File: src/rtl/pbus_pkg.sv
package pbus_pkg;

  typedef enum logic [1:0] {
    ST_IDLE  = 2'd0,
    ST_READ  = 2'd1,
    ST_WRITE = 2'd2,
    ST_HOLD  = 2'd3
  } bus_state_t;

  // synchronised active-low level went from high to low
  function automatic logic went_low(input logic cur, input logic prev);
    return !cur && prev;
  endfunction

  // address falls inside the general-purpose register window
  function automatic logic in_gp_window(input logic [7:0] a, input int unsigned n);
    return ({24'd0, a} < n);
  endfunction

  // status update: drop reported bits, then add fresh changes (set wins)
  function automatic logic [7:0] status_next(input logic [7:0] stat,
                                             input logic [7:0] drop,
                                             input logic [7:0] fresh);
    return (stat & ~drop) | fresh;
  endfunction

endpackage

File: src/rtl/pbus_sync.sv
module pbus_sync #(
  parameter int          W    = 1,
  parameter logic [W-1:0] INIT = '0
) (
  input  logic         clk,
  input  logic         rst_n,
  input  logic [W-1:0] d,
  output logic [W-1:0] q
);
  logic [W-1:0] stage1;
  logic [W-1:0] stage2;

  always_ff @(posedge clk or negedge rst_n) begin
    if (!rst_n) begin
      stage1 <= INIT;
      stage2 <= INIT;
    end else begin
      stage1 <= d;
      stage2 <= stage1;
    end
  end

  assign q = stage2;
endmodule

File: src/rtl/pbus_ctrl.sv
module pbus_ctrl
  import pbus_pkg::*;
#(
  parameter int AW = 8,
  parameter int DW = 8
) (
  input  logic          clk,
  input  logic          rst_n,
  input  logic          cs_s,
  input  logic          rd_s,
  input  logic          wr_s,
  input  logic [AW-1:0] addr,
  input  logic [DW-1:0] rdata,
  output logic          rd_start,
  output logic          wr_start,
  output logic          rd_end,
  output bus_state_t    state,
  output logic [DW-1:0] dout_q,
  output logic [AW-1:0] lat_addr
);
  logic       rd_prev;
  logic       wr_prev;
  logic       rd_fall;
  logic       wr_fall;
  logic       wr_end;
  bus_state_t state_nx;

  assign rd_fall  = went_low(rd_s, rd_prev);
  assign wr_fall  = went_low(wr_s, wr_prev);
  assign rd_start = (state == ST_IDLE) && !cs_s && rd_fall;
  assign wr_start = (state == ST_IDLE) && !cs_s && wr_fall && !rd_start;
  assign rd_end   = (state == ST_READ) && rd_s;
  assign wr_end   = (state == ST_WRITE) && wr_s;

  always_comb begin
    state_nx = state;
    unique case (state)
      ST_IDLE:  if (rd_start) state_nx = ST_READ;
                else if (wr_start) state_nx = ST_WRITE;
      ST_READ:  if (rd_end) state_nx = ST_HOLD;
      ST_WRITE: if (wr_end) state_nx = ST_HOLD;
      ST_HOLD:  if (cs_s) state_nx = ST_IDLE;
      default:  state_nx = ST_IDLE;
    endcase
  end

  always_ff @(posedge clk or negedge rst_n) begin
    if (!rst_n) begin
      state    <= ST_IDLE;
      rd_prev  <= 1'b1;
      wr_prev  <= 1'b1;
      dout_q   <= '0;
      lat_addr <= '0;
    end else begin
      state   <= state_nx;
      rd_prev <= rd_s;
      wr_prev <= wr_s;
      if (rd_start) begin
        dout_q   <= rdata;
        lat_addr <= addr;
      end
    end
  end
endmodule

File: src/rtl/pbus_regs.sv
module pbus_regs
  import pbus_pkg::*;
#(
  parameter int          AW        = 8,
  parameter int          DW        = 8,
  parameter int          NUM_REGS  = 4,
  parameter logic [AW-1:0] STAT_ADDR = 8'h10,
  parameter logic [AW-1:0] LIVE_ADDR = 8'h11
) (
  input  logic          clk,
  input  logic          rst_n,
  input  logic          wr_en,
  input  logic [AW-1:0] addr,
  input  logic [DW-1:0] din,
  input  logic [DW-1:0] alarm,
  input  logic          clr_en,
  input  logic [DW-1:0] clr_mask,
  output logic [DW-1:0] rdata,
  output logic [DW-1:0] stat,
  output logic [DW-1:0] chg
);
  logic [DW-1:0] gp [NUM_REGS];
  logic [DW-1:0] alarm_prev;
  logic [DW-1:0] drop;

  for (genvar gi = 0; gi < NUM_REGS; gi++) begin : g_gp
    always_ff @(posedge clk or negedge rst_n) begin
      if (!rst_n) gp[gi] <= '0;
      else if (wr_en && addr == AW'(gi)) gp[gi] <= din;
    end
  end

  assign chg  = alarm ^ alarm_prev;
  assign drop = clr_en ? clr_mask : '0;

  always_ff @(posedge clk or negedge rst_n) begin
    if (!rst_n) begin
      alarm_prev <= '0;
      stat       <= '0;
    end else begin
      alarm_prev <= alarm;
      stat       <= status_next(stat, drop, chg);
    end
  end

  always_comb begin
    rdata = '0;
    if (addr == STAT_ADDR) rdata = stat;
    else if (addr == LIVE_ADDR) rdata = alarm;
    else if (in_gp_window(addr, NUM_REGS)) begin
      for (int i = 0; i < NUM_REGS; i++)
        if (addr == AW'(i)) rdata = gp[i];
    end
  end
endmodule

File: src/rtl/pbus_regslave.sv
module pbus_regslave
  import pbus_pkg::*;
#(
  parameter int          AW        = 8,
  parameter int          DW        = 8,
  parameter int          NUM_REGS  = 4,
  parameter logic [AW-1:0] STAT_ADDR = 8'h10,
  parameter logic [AW-1:0] LIVE_ADDR = 8'h11
) (
  input  logic          clk,
  input  logic          rst_n,
  input  logic          cs_n,
  input  logic          rd_n,
  input  logic          wr_n,
  input  logic [AW-1:0] addr,
  input  logic [DW-1:0] din,
  output logic [DW-1:0] dout,
  output logic          dout_oe,
  output logic          rdy_n,
  output logic          irq_n,
  input  logic [DW-1:0] alarm
);
  logic [2:0]    ctl_s;
  logic          cs_s;
  logic          rd_s;
  logic          wr_s;
  logic          rd_start;
  logic          wr_start;
  logic          rd_end;
  bus_state_t    state;
  logic [DW-1:0] dout_q;
  logic [AW-1:0] lat_addr;
  logic [DW-1:0] rdata;
  logic [DW-1:0] stat;
  logic [DW-1:0] alarm_chg;
  logic          stat_clr;

  pbus_sync #(.W(3), .INIT(3'b111)) i_sync (
    .clk(clk), .rst_n(rst_n), .d({cs_n, rd_n, wr_n}), .q(ctl_s)
  );
  assign {cs_s, rd_s, wr_s} = ctl_s;

  pbus_ctrl #(.AW(AW), .DW(DW)) i_ctrl (
    .clk(clk), .rst_n(rst_n), .cs_s(cs_s), .rd_s(rd_s), .wr_s(wr_s),
    .addr(addr), .rdata(rdata), .rd_start(rd_start), .wr_start(wr_start),
    .rd_end(rd_end), .state(state), .dout_q(dout_q), .lat_addr(lat_addr)
  );

  assign stat_clr = rd_end && (lat_addr == STAT_ADDR);

  pbus_regs #(.AW(AW), .DW(DW), .NUM_REGS(NUM_REGS),
              .STAT_ADDR(STAT_ADDR), .LIVE_ADDR(LIVE_ADDR)) i_regs (
    .clk(clk), .rst_n(rst_n), .wr_en(wr_start), .addr(addr), .din(din),
    .alarm(alarm), .clr_en(stat_clr), .clr_mask(dout_q),
    .rdata(rdata), .stat(stat), .chg(alarm_chg)
  );

  assign dout_oe = (state == ST_READ);
  assign dout    = dout_oe ? dout_q : '0;
  assign rdy_n   = !((state == ST_READ) || (state == ST_WRITE));
  assign irq_n   = ~|stat;
endmodule

File: config.mk
export PLATFORM = sky130hd
export DESIGN_NAME = pbus_regslave
export DESIGN_NICKNAME = d
export VERILOG_FILES = /design/src/rtl/pbus_pkg.sv /design/src/rtl/pbus_sync.sv /design/src/rtl/pbus_ctrl.sv /design/src/rtl/pbus_regs.sv /design/src/rtl/pbus_regslave.sv
export SDC_FILE = /design/constraint.sdc
export NUM_CORES = 1
export LEC_CHECK = 0
export BUFFER_PORTS_ARGS = -buffer_cell sky130_fd_sc_hd__buf_2
export CORE_ASPECT_RATIO = 2
export CORE_UTILIZATION = 50
export CTS_CLUSTER_DIAMETER = 50
export DETAILED_ROUTE_END_ITERATION = 8
export PLACE_DENSITY = 0.7
export SYNTH_ARGS = -nofsm -noshare
export SYNTH_HDL_FRONTEND = slang
export SYNTH_HIERARCHICAL = 1
export SYNTH_SLANG_ARGS = --single-unit
File: constraint.sdc
create_clock -name clk -period 2.4 [get_ports clk]
set_input_delay 0.6 -clock clk [delete_from_list [all_inputs] [get_ports clk]]
set_output_delay 0.6 -clock clk [all_outputs]
set_load 0.05 [all_outputs]
# Word level (Yosys, flattened, before mapping)
# Cells that the tools add are included.
# op_classes
order_cmp	1
bitwise	4
reduce_logical	24
muxes	15
eq_ne	13
# ops
op	n
$mux W8	9
$eq A8 B5 Y1 const B	3
$eq A8 B2 Y1 const B	2
$logic_and A1 B1 Y1	13
$mux W2	5
$and A8 B8 Y8	1
$eq A8 B1 Y1 const B	1
$logic_not A8 Y1	1
$lt A8 B3 Y1 const B	1
$not A8 Y8	1
$or A8 B8 Y8	1
$pmux W2 S4	1
$reduce_or A8 Y1	1
$xor A8 B8 Y8	1
$logic_not A1 Y1	6
$eq A2 B2 Y1 const B	2
$ne A2 B1 Y1 const B	2
$reduce_and A4 Y1	1
$ne A3 B1 Y1 const B	1
$eq A2 B1 Y1 const B	1
$logic_not A2 Y1	1
$ne A2 B2 Y1 const B	1
$logic_or A1 B1 Y1	1
# word_totals
word_cells	70
output_inout_bits	11
regBits	74

# Logic depth before layout (Yosys ltp)
# logic_depth
ltp_word	8
mapped_depth	7
ltp_nobuf	6

# By module
# The synthesis kept the hierarchy.
# by_module_without_submodules
module	area_each_um2	n_inst	cells_each
pbus_regs	2267.2	1	173
pbus_ctrl	905.9	1	61
pbus_sync	157.7	1	6
pbus_regslave	108.9	1	16

# Least setup slack after synthesis
# Ideal clock, no wire load.
# synth_path
path_type	in2reg
startpoint	input port addr[3]
endpoint	register i_ctrl.dout_q[3]
setup_ns	0.125
arrival_ns	2.191
required_time_ns	2.275
stages	6
setup_slack_ns	0.085
path_buffers	1
path_cell_list	or4_4 -> or4_1 -> clkbuf_1 -> nor2_1 -> nor2_1 -> mux2_2
# synth_between
elab_chain_cells	8
word_cells_on_any_way	14
cone_classes	order compare (1); eq/ne (5); mux (7); reduce/logical (1)
# synth_rtl
element	line_no	source
from (decl)	pbus_regslave.sv:15	input logic [AW-1:0] addr,
$logic_not A8 Y1	pbus_regs.sv:52	if (addr == AW'(i)) rdata = gp[i];
$mux W8 (4 in a row)	pbus_regs.sv:52	
$mux W8	pbus_regs.sv:50	else if (in_gp_window(addr, NUM_REGS)) begin
$mux W8	pbus_regs.sv:49	else if (addr == LIVE_ADDR) rdata = alarm;
$mux W8 *	pbus_regs.sv:48	if (addr == STAT_ADDR) rdata = stat;
named net rdata[3]	pbus_regslave.sv:33	logic [DW-1:0] rdata;
to (signal assigned)	pbus_ctrl.sv:59	dout_q <= rdata;
to (decl)	pbus_ctrl.sv:18	output logic [DW-1:0] dout_q,
# The timed path passes the listed nets; every way through them passes the cells marked *.
# A chain may end at the register's enable or synchronous reset.

# Worst setup path in the final report
# layout_path
startpoint	register i_regs.stat[5]
endpoint	output port irq_n
# layout_between
elab_chain_cells	2
# layout_rtl
element	line_no	source
from (decl)	pbus_regs.sv:19	output logic [DW-1:0] stat,
from (signal assigned)	pbus_regs.sv:42	stat <= status_next(stat, drop, chg);
$reduce_or A8 Y1	pbus_regslave.sv:61	assign irq_n = ~|stat;
$logic_not A1 Y1	pbus_regslave.sv:61	
to (decl)	pbus_regslave.sv:20	output logic irq_n,
# Every way passes these cells.

==> reports/qor.yml <==
grtUsageTotal_pct: 22.14
pwr-share-seq_pct: 42.9
p_leak_nw: 1.967
p_total_mw: 3.318
outcome: "finished clean"
ant_nets: 0
crit_path_end_kind: "output pin"
grt_setup_unrepaired: "false"
netlist_instances: 256
clk_pin_slew_worst_paths_ps: 50
slowest_delay_ps: 600
cap_violations: 0
n_fill_cell: 564
setup_viol: 0
crit_path_cell_trace: "or4_1 -> nor2_1 -> buf_2"
cp_num_buf_inv: 1
dr.pass1.iters: 4
hold_viol_final: 0
postCtsSetupBuffers: 0
vias: 2152
first_global_vias: 2276
fin_area_um2: 4145
dp_cells: 387
syn_avg_cell_area_um2: 13.44
clock_skew_ps: 5.399
ys_types: 35
clkPwrFrac_pct: 40.0
grt_max_degree: 32
overflow: 0
clock_path_buffers: 2
placed_cell_area_um2: 3840
place_ws_ps: -87.39
crit_arrival_ps: 1730
die_w_um: 60.65
p_per_area_nw_per_um2: 800.5
worst-path-max-fanout: 3
fin_util_pct: 62.60
dieHeight_um: 119.3
cts.sinks: 74
fmax_mhz: 429.5
die-area_um2: 7235
antennaDiodeCount: 0
nets: 345
period_minus_slack_ps: 2328
cts_buffers: 9
synth_nets: 291
yosysWarnings: 6
cts_resized: 0
cts_root_buf: "clkbuf_16"
vias_per_cell: 5.340
core_um2: 6621
wire_per_inst_um: 17.20
clk_latency_ps: 330
post-route-period-util_pct: 97.02
drc: 0
startpoint_type: "flop"
place_congestion: 0.7494
area_growth_pct: 20.52
dpl.hpwl_um: 5126
drive_gt1_share_pct: 45.40
p_int_mw: 2.460
ios: 40
cp.required_ps: 1800
setup_slack_ps: 71.59
drtIter0Drc: 52
wirelength_um: 6931
tightest_slew_ps: 427.1
mappedNetlistArea_um2: 3440
antenna_found_initial: 0
cts_tree: "yes"
min_path_type: "input pin to async pin"
htree_levels: 3
combPwrFrac_pct: 17.1
port_buffers: 39
setup-tns-final_ps: 0
ys_seq_elements: 74
num_rows: 42
synth-seq-area-share_pct: 54.13
holdBufCountCts: 0
start_util_pct: 51.95
crit_family: "simple AND/OR/NAND/NOR gates"
ir_drop_mv: 0.5838
whs_ps: 207.4
worstSetupPathType: "flop to output pin"
final_cells: 403
cpMaxStageDelayCell: "or4_1"
slew_viol_final: 0
slew_headroom_pct: 71.52
net-switching-power_mw: 0.8583
grt_first_pass_wirelength_um: 11300
swShare_pct: 25.87
==> final cells by class <==
class	count	area [um^2]	share of cell area (%)
inverter	5	18.77	0.4528
timing repair buffer	56	385.4	9.297
sequential	74	1862	44.91
multi-input combinational	164	1464	35.32
clock inverter	5	52.55	1.268
tap	88	110.1	2.656
clock buffer	11	252.7	6.097
==> logic make-up (layout without fill, tap and decap cells) <==
family / Yosys count / count (layout) / synth area share [%]
compound gates: 23 / 23 / 5.056
xor+xnor: 8 / 8 / 2.037
fa+ha+maj: 6 / 6 / 2.183
buf+inv: 18 / 77 / 3.310
flops: 74 / 74 / 54.13
mux: 64 / 64 / 22.15
simple gates: 63 / 63 / 11.13
==> cells in the mapped netlist (all sizes together) <==
cell type / count / area, um^2
and2: 9 / 56.30
mux2i: 6 / 60.06
and4bb: 1 / 12.51
nor2b: 1 / 8.760
inv: 5 / 18.77
and3b: 2 / 18.77
mux2: 54 / 611.8
o21ai: 1 / 8.760
nand2: 9 / 33.78
and4b: 2 / 20.02
dfrtp: 66 / 1652
a21oi: 5 / 25.02
clkbuf: 6 / 22.52
a21o: 8 / 60.06
ha: 6 / 75.07
or4: 4 / 33.78
a22oi: 4 / 30.03
nand2b: 6 / 37.54
and3: 1 / 6.260
dfstp: 8 / 210.2
mux4: 4 / 90.09
a32oi: 4 / 35.03
xor2: 8 / 70.07
nor4b: 3 / 41.29
buf: 7 / 72.56
nor2: 18 / 67.56
a221oi: 1 / 15.01
nor3: 7 / 46.30
==> power groups by stage <==
stage	sequential, mW	combinational (mW)	clock (mW)
2_1_floorplan	1.43	0.425	0
3_3_place_gp	1.44	0.561	0
3_5_place_dp	1.45	0.576	0
4_1_cts	1.43	0.577	1.36
5_1_grt	1.44	0.625	1.40
6_report	1.42	0.566	1.33
==> placed cells by master (no fill, tap or decap), types with 3 or more instances in the layout <==
| cell type | count |
|---|---|
| buf_2 | 39 |
| mux2_2 | 51 |
| buf_12 | 5 |
| dfrtp_1 | 66 |
| or4_1 | 3 |
| inv_1 | 5 |
| a21oi_1 | 5 |
| a32oi_1 | 4 |
| nor2_1 | 18 |
| nor3_1 | 6 |
| clkinv_2 | 3 |
| and2_1 | 9 |
| a21o_1 | 8 |
| dfstp_2 | 8 |
| nand2b_1 | 6 |
| a22oi_1 | 4 |
| nand2_1 | 9 |
| mux2i_1 | 6 |
| ha_1 | 6 |
| buf_4 | 12 |
| mux4_2 | 4 |
| xor2_1 | 8 |
| clkbuf_16 | 9 |
==> worst register-to-register path, delay by kind of cell, from the launching register on <==
family        cells  cell delay [ps]
fa+ha+maj         1              220
buf+inv           3              470
flops             1              410
mux               1              330
simple gates      2              500
==> metal layers <==
layer | share of wire [%] | routed length, um | up-vias | GRT usage (%)
li1 | - | - | 1015 | -
met1 | 37 | 2565 | 1095 | 23.66
met2 | 58 | 4014 | 31 | 38.87
met3 | 2.4 | 163 | 11 | 4.126
met4 | 2.7 | 187 | 0 | 11.93
met5 | 0 | 0 | - | 0
==> flip-flops by register name, indices dropped and copies added, names as in the netlist <==
signal / flops
i_ctrl/state: 2
i_ctrl/wr_prev: 1
i_ctrl/dout_q: 8
i_regs/alarm_prev: 8
i_ctrl/lat_addr: 8
i_regs/gp: 32
i_ctrl/rd_prev: 1
i_sync/stage1: 3
i_sync/q: 3
i_regs/stat: 8
==> worst paths after layout <==
path                             endpoint  slack [ps]  depth (start not counted)        startpoint
min reg2reg                   i_sync/q[2]         360                          0  i_sync/stage1[2]
max in group asynchronous     i_sync/q[0]        1560                          2             rst_n
min in group clk              i_sync/q[2]         360                          0  i_sync/stage1[2]
max reg2reg                 i_regs/gp[29]         350                          7   i_ctrl/state[0]
min                        i_regs/stat[5]         210                          1             rst_n
max                                 irq_n          70                          3    i_regs/stat[5]
No activity file was read; power rests on OpenSTA's default activity.
